<file path="config.mk">
export PLATFORM = sky130hd
export DESIGN_NAME = raster_irq_ctrl
export DESIGN_NICKNAME = d
export VERILOG_FILES = /design/src/rtl/rli_pkg.sv /design/src/rtl/rli_regs.sv /design/src/rtl/rli_cmp.sv /design/src/rtl/rli_latch.sv /design/src/rtl/raster_irq_ctrl.sv
export SDC_FILE = /design/constraint.sdc
export NUM_CORES = 1
export LEC_CHECK = 0
export ABC_AREA = 1
export BUFFER_PORTS_ARGS = -buffer_cell sky130_fd_sc_hd__clkbuf_2
export CORE_MARGIN = 4
export CORE_UTILIZATION = 45
export CTS_CLUSTER_SIZE = 30
export DETAILED_ROUTE_END_ITERATION = 10
export MAX_ROUTING_LAYER = met4
export PLACE_DENSITY = 0.76
export SLEW_MARGIN = 10
export SYNTH_ARGS = -nofsm -noshare
export SYNTH_HDL_FRONTEND = slang
export SYNTH_SLANG_ARGS = --single-unit
export TNS_END_PERCENT = 20
</file>
<file path="constraint.sdc">
create_clock -name clk -period 2.6 [get_ports clk]
set_input_delay 0.13 -clock clk [delete_from_list [all_inputs] [get_ports clk]]
set_output_delay 0.13 -clock clk [all_outputs]
set_load 0.005 [all_outputs]
</file>
<file path="src/rtl/rli_pkg.sv">
package rli_pkg;
  localparam int DATA_W = 8;
  localparam int NSRC   = 4;
  localparam int LINE_W = DATA_W + 1;

  typedef enum logic [1:0] {
    ADR_CMP_LO = 2'd0,
    ADR_CTRL   = 2'd1,
    ADR_LATCH  = 2'd2,
    ADR_MASK   = 2'd3
  } reg_addr_e;
endpackage

</file>
<file path="src/rtl/rli_regs.sv">
module rli_regs
  import rli_pkg::*;
#(
  parameter int DW = DATA_W,
  parameter int NS = NSRC,
  localparam int LW = DW + 1
) (
  input  logic          clk,
  input  logic          rst_n,
  input  logic          wr,
  input  reg_addr_e     addr,
  input  logic [DW-1:0] wdata,
  output logic [LW-1:0] cmp_line,
  output logic [NS-1:0] mask
);
  logic [DW-1:0] cmp_lo_q;
  logic          cmp_hi_q;
  logic [NS-1:0] mask_q;

  always_ff @(posedge clk or negedge rst_n) begin
    if (!rst_n) begin
      cmp_lo_q <= '0;
      cmp_hi_q <= 1'b0;
      mask_q   <= '0;
    end else if (wr) begin
      case (addr)
        ADR_CMP_LO: cmp_lo_q <= wdata;
        ADR_CTRL:   cmp_hi_q <= wdata[DW-1];
        ADR_MASK:   mask_q   <= wdata[NS-1:0];
        default:    ;
      endcase
    end
  end

  assign cmp_line = {cmp_hi_q, cmp_lo_q};
  assign mask     = mask_q;

  // the high target bit moves only on a control-register write
  p_cmp_hi_hold_r2: assert property (@(posedge clk) disable iff (!rst_n)
    !(wr && addr == ADR_CTRL) |=> $stable(cmp_line[LW-1]));
endmodule

</file>
<file path="src/rtl/rli_cmp.sv">
module rli_cmp #(
  parameter int LW = rli_pkg::LINE_W
) (
  input  logic          clk,
  input  logic          rst_n,
  input  logic [LW-1:0] raster_line,
  input  logic [LW-1:0] cmp_line,
  output logic          hit
);
  logic match, match_q;

  assign match = (raster_line == cmp_line);

  always_ff @(posedge clk or negedge rst_n) begin
    if (!rst_n) match_q <= 1'b0;
    else        match_q <= match;
  end

  assign hit = match & ~match_q;

  // a raster event cannot repeat on the following cycle
  p_single_hit_r3: assert property (@(posedge clk) disable iff (!rst_n)
    hit |=> !hit);
endmodule

</file>
<file path="src/rtl/rli_latch.sv">
module rli_latch #(
  parameter int NS = rli_pkg::NSRC
) (
  input  logic          clk,
  input  logic          rst_n,
  input  logic [NS-1:0] set,
  input  logic [NS-1:0] ack,
  output logic [NS-1:0] pend
);
  for (genvar i = 0; i < NS; i++) begin : g_bit
    logic q;
    always_ff @(posedge clk or negedge rst_n) begin
      if (!rst_n)      q <= 1'b0;
      else if (set[i]) q <= 1'b1;
      else if (ack[i]) q <= 1'b0;
    end
    assign pend[i] = q;

    // an event beats a same-cycle acknowledge
    p_event_wins_r7: assert property (@(posedge clk) disable iff (!rst_n)
      set[i] |=> pend[i]);
    // acknowledge without an event clears
    p_ack_clears_r6: assert property (@(posedge clk) disable iff (!rst_n)
      (ack[i] && !set[i]) |=> !pend[i]);
    // no other path changes a pending bit
    p_hold_r11: assert property (@(posedge clk) disable iff (!rst_n)
      (!ack[i] && !set[i]) |=> $stable(pend[i]));
  end
endmodule

</file>
<file path="src/rtl/raster_irq_ctrl.sv">
module raster_irq_ctrl
  import rli_pkg::*;
#(
  parameter int DW = DATA_W,
  parameter int NS = NSRC,
  localparam int LW   = DW + 1,
  localparam int PADL = DW - 1 - NS,
  localparam int PADM = DW - NS
) (
  input  logic          clk,
  input  logic          rst_n,
  input  logic [LW-1:0] raster_line,
  input  logic [NS-2:0] src_evt,
  input  logic          reg_wr,
  input  logic [1:0]    reg_addr,
  input  logic [DW-1:0] reg_wdata,
  output logic [DW-1:0] reg_rdata,
  output logic          irq_n
);
  reg_addr_e     addr;
  logic [LW-1:0] cmp_line;
  logic [NS-1:0] mask, pend, set, ack;
  logic          hit, summary;

  assign addr = reg_addr_e'(reg_addr);

  rli_regs #(.DW(DW), .NS(NS)) u_regs (
    .clk(clk), .rst_n(rst_n), .wr(reg_wr), .addr(addr), .wdata(reg_wdata),
    .cmp_line(cmp_line), .mask(mask)
  );

  rli_cmp #(.LW(LW)) u_cmp (
    .clk(clk), .rst_n(rst_n), .raster_line(raster_line),
    .cmp_line(cmp_line), .hit(hit)
  );

  assign set = {src_evt, hit};
  assign ack = (reg_wr && addr == ADR_LATCH) ? reg_wdata[NS-1:0] : '0;

  rli_latch #(.NS(NS)) u_latch (
    .clk(clk), .rst_n(rst_n), .set(set), .ack(ack), .pend(pend)
  );

  assign summary = |(pend & mask);
  assign irq_n   = ~summary;

  always_comb begin
    case (addr)
      ADR_CMP_LO: reg_rdata = cmp_line[DW-1:0];
      ADR_CTRL:   reg_rdata = {cmp_line[LW-1], {(DW-1){1'b0}}};
      ADR_LATCH:  reg_rdata = {summary, {PADL{1'b1}}, pend};
      default:    reg_rdata = {{PADM{1'b1}}, mask};
    endcase
  end

  // a raster event latches bit 0 whatever the mask holds
  p_raster_latch_r1: assert property (@(posedge clk) disable iff (!rst_n)
    hit |=> pend[0]);
  // unmasking an already pending source raises the request at once
  p_unmask_irq_r8: assert property (@(posedge clk) disable iff (!rst_n)
    (reg_wr && addr == ADR_MASK && |(reg_wdata[NS-1:0] & pend) && !(|ack))
    |=> !irq_n);
endmodule

</file>
======== Word-level counts from Yosys, hierarchy flattened ========
Index checks and enable logic that the tools add are counted.
cells by class
  multiplexer cells ....................... 10
  bitwise operators ....................... 4
  reductions and logical operators ........ 10
  eq/ne operators ......................... 4
operators by type and width
  kind                  number
  $pmux W8 S3           1
  $eq A9 B9 Y1          1
  $mux W1               8
  $reduce_bool A2 Y1    4
  $reduce_and A2 Y1     3
  $and A4 B4 Y4         1
  $eq A2 B2 Y1 const B  2
  $mux W4               1
  $reduce_or A4 Y1      1
  $eq A2 B1 Y1 const B  1
  $logic_not A2 Y1      1
  $not A1 Y1            2
  $and A1 B1 Y1         1
  $logic_and A1 B1 Y1   1
storage, ports and cells
  input bits .............................. 25
  bits in registers ....................... 18
  logic and storage cells ................. 36

======== Depth between registers and ports, before layout ========
  depth in word-level cells ............... 5
  mapped depth ............................ 7
  depth with buffers taken out ............ 7

======== Cells and area by module ========
A second synthesis with hierarchy kept.
unflattened totals
  cells, all modules ...................... 168
  area, all modules ....................... 1163.6 sq um
modules (own cells, without submodules)
  module           cells each  times used  area each (sq um)
  rli_regs         62          1           584.3
  raster_irq_ctrl  49          1           206.4
  rli_latch        24          1           190.2
  rli_cmp          33          1           182.7

======== Least setup slack after synthesis ========
Ideal clock, no wire load.
  path kind ............................... flip-flop to flip-flop
  start point ............................. register u_regs.cmp_hi_q
  end point ............................... register u_latch.g_bit[0].q
  stages on the path, launching flop included .. 6
  period minus slack after synthesis ...... 0.884 ns
  setup time .............................. 0.065 ns
  data required time ...................... 2.535 ns
  arrival time ............................ 0.819 ns
  slack ................................... 1.716 ns
  path buffers ............................ 0
  cells stage by stage .................... dfrtp_1 -> xnor2_1 -> nand2_1 -> nor2_1 -> nand3_1 -> nand2_1
between the ends
  longest elaborated chain between the ends .. 3
  elaborated cells on any way between the ends .. 4
ends and longest elaborated chain
  element                                        line             source
  start: declaration                             rli_regs.sv:17   logic cmp_hi_q;
  start signal: assignment                       rli_regs.sv:28   ADR_CTRL: cmp_hi_q <= wdata[DW-1];
  $eq A9 B9 Y1 (*)                               rli_cmp.sv:12    assign match = (raster_line == cmp_line);
  $and A1 B1 Y1 (*)                              rli_cmp.sv:19    assign hit = match & ~match_q;
  $mux W1 or $reduce_bool A2 Y1 (tied branches)  n/a
  end signal: assignment                         rli_latch.sv:13  if (!rst_n) q <= 1'b0;
  end signal: assignment                         rli_latch.sv:14  else if (set[i]) q <= 1'b1;
  end signal: assignment                         rli_latch.sv:15  else if (ack[i]) q <= 1'b0;
  end: declaration                               rli_latch.sv:11  logic q;
Every way passes the cells marked *; elsewhere a longest branch is shown, timed or not.
A chain may end at the register's enable or synchronous reset.

======== Worst setup path after layout ========
  start point ............................. register u_latch.g_bit[1].q
  end point ............................... output port reg_rdata[7]
between the ends
  longest elaborated chain between the ends .. 3
ends and longest elaborated chain
  element                   line                   source
  start: declaration        rli_latch.sv:11
  start signal: assignment  rli_latch.sv:13
  start signal: assignment  rli_latch.sv:14
  start signal: assignment  rli_latch.sv:15
  $and A4 B4 Y4             raster_irq_ctrl.sv:44  assign summary = |(pend & mask);
  $reduce_or A4 Y1          raster_irq_ctrl.sv:44
  $pmux W8 S3               raster_irq_ctrl.sv:48  case (addr)
  end: declaration          raster_irq_ctrl.sv:17  output logic [DW-1:0] reg_rdata,
No other way between the ends.

==> out/metrics.cfg <==
[logic_synthesis]
synthTopCellsByArea=dfrtp_1, nand2_1, inv_1, xnor2_1, o21ai_1
synth_cells=124
synthArstFlopShare_pct=100
ys_seq_elements=18
syn-cell-area_um2=1000
netlist.area_leader.share_pct=45.0
ys_seq_area_share_pct=45.0
synth_cell_types=20
ys_warn_count=0
yosysTopAreaCell=dfrtp_1
synth_commonest_cells=nand2_1, inv_1, dfrtp_1, o21ai_1
yosysMostFrequentCell=nand2_1
synth_edf_count=0
synth_flop_cell=dfrtp_1
avgSynthCellArea_um2=8.07
synth_nets=149

[cells_and_area]
drive_gt1_share_pct=28.0
design_area_um2=1230
n_antenna_cell=0
final_util_pct=60.5
syn_to_final_growth_pct=23.4
nets=187
fillers=195

[power_and_ir_drop]
p_int_uw=486
swShare_pct=29.6
power_density_nw_per_um2=558
p_seq_share_pct=50.2
finalPower_uw=690
p_sw_uw=204
clkPwrFrac_pct=25.0
power.leakage_uw=0.000684
pwr-share-comb_pct=24.8
vdd_drop_max_uv=404

[routing]
antenna_left=0
vias=890
drtPass1Iterations=4
avgRoutedWirePerCell_um=11.5
drt_wl_total_mm=2.16
vias_per_cell=4.73
drt_iter0_markers=22
drc=0

[global_route]
antenna_found_initial=0
grt_max_degree=19
grt_pass1_wl_mm=3.45
grt_usage_pct=16.6
grt_overflow_total=0
grt_pass1_vias=865

[status]
status=finished, final reports clean

[sta]
skew_ns=0.00171
period_share_pct=53.3
fmax_mhz=722
fin_hold_ws_ns=0.0242
setup_viol=0
fin_tns_setup_ns=0
worst_pin_slew_ns=0.448
drv_slew=0
fin_crit_ns=1.38
slew_headroom_pct=70.1
hold_viol=0
rsz0062_at_grt=false

[placed_design]
hpwlAfterDp_mm=1.73
port_buffers=33
post_dp_cell_area_um2=1190
routabilityCongestion=0.875

[die]
row_count=16
core_um2=2040
dieArea_um2=3040
ioPinCount=34
dieHeight_um=55.2
start_util_pct=49.0
die_width_um=55.2

[critical_path]
max_stage_delay_ns=0.40
r2r-start=u_regs.cmp_hi_q
cpMostUsedCell=o21ai_0
required_ns=2.47
critPathSlowestCell=dfrtp_1
crit_path_end_kind=output pin
crit_chain=inv_1, o21ai_0, o21ai_0, nand2_1, clkbuf_2
worstSetupPathType=flop to output pin
worstPathArrival_ns=1.25
path_max_fanout=2
critPathLaunchType=flop
rrSetupSlack_ns=1.56
r2r_cells=5
r2r-end=u_latch.g_bit[0].q

[cts]
clk_latency_ns=0.29
tritoncts=built
cts_max_level=1
cts_sinks=18
clockBufferDepth=2
post-cts-setup-buffer-count=0
cts.clk_slew.worst_paths_ns=0.10
cts-root-buf=clkbuf_4
cts_made_buffers=3

[min_path]
min-delay-start=src_evt[1]
hold-path-cell-count=2
min_to=u_latch.g_bit[2].q
hold_class=input port to flop

[job]
cap_viol_max_count=0

## placed cells by master (no fill, tap or decap), drive strengths merged
cell	instances
nand2	39
a21oi	1
dfrtp	18
nor2	9
inv	19
xnor2	7
a221oi	1
clkbuf	37
o21ai	14
o211ai	3
o22ai	1
nand3	4
o21bai	3
dlygate4sd3	1
mux2	2
clkinv	1
and2	1
## cell type report
type	count	area (µm²)	share of cell area [%]
Multi-Input combinational cell	85	464	37.6
Sequential cell	18	450	36.5
Timing Repair Buffer	34	175	14.2
Inverter	20	75.1	6.08
Clock buffer	4	36.3	2.94
Tap cell	27	33.8	2.74
## repair_timing
action,in CTS,in global routing
hold endpoints to repair,18,0
gates resized for setup,0,0
hold buffers,1,0
## cell families after synthesis
kind of cell / after synthesis / synth area share (%)
buffers and inverters: 21 / 8.62
muxes: 2 / 3.00
DFF: 18 / 45.0
and+or+nand+nor: 53 / 23.4
xor gates and xnor gates: 7 / 6.13
AOI/OAI and AO/OA: 23 / 13.9
## stage by stage
step,cells,worst slack (ns)
5_1_grt,188,1.09
4_1_cts,188,1.21
3_3_place_gp,183,1.51
2_1_floorplan,124,1.72
6_report,188,1.22
3_5_place_dp,183,1.48
## flip-flops by register name, indices dropped and copies added, names as in the netlist
signal / count
u_latch.g_bit.q: 4
u_cmp.match_q: 1
u_regs.mask: 4
u_regs.cmp_lo_q: 8
u_regs.cmp_hi_q: 1
## routing by layer
metal	share of wire, %	GRT usage (%)
met1	45	19.3
met2	45	27.4
met3	7.6	3.75
met4	1.9	7.69
met5	0	-
## critical path: cells and delay by family, from the launching register on
family                 cells  cell delay (ns)
DFF                        1             0.40
buffers and inverters      2             0.21
and+or+nand+nor            1             0.08
AOI/OAI and AO/OA          2             0.27
## worst max-delay path by stage
| stage | start | endpoint | slack, ns | depth (start not counted) |
|---|---|---|---|---|
| global placement | reg_addr[0] | u_regs.cmp_lo_q[6] | 1.51 | 4 |
| detailed placement | reg_addr[0] | u_regs.cmp_lo_q[6] | 1.48 | 4 |
| finish | u_latch.g_bit[1].q | reg_rdata[7] | 1.22 | 5 |
| CTS | u_regs.cmp_hi_q | reg_rdata[7] | 1.21 | 3 |
| floorplan | u_regs.cmp_hi_q | u_latch.g_bit[0].q | 1.72 | 5 |
| global route | u_latch.g_bit[1].q | reg_rdata[7] | 1.09 | 5 |
## power groups by stage
| stage | combinational [µW] | clock, µW | sequential (µW) |
|---|---|---|---|
| 2_1_floorplan | 110 | 0 | 344 |
| 3_3_place_gp | 168 | 0 | 352 |
| 3_5_place_dp | 171 | 0 | 352 |
| 4_1_cts | 174 | 180 | 346 |
| 5_1_grt | 198 | 187 | 352 |
| 6_report | 171 | 172 | 346 |
(Power assumes the default switching activity.)
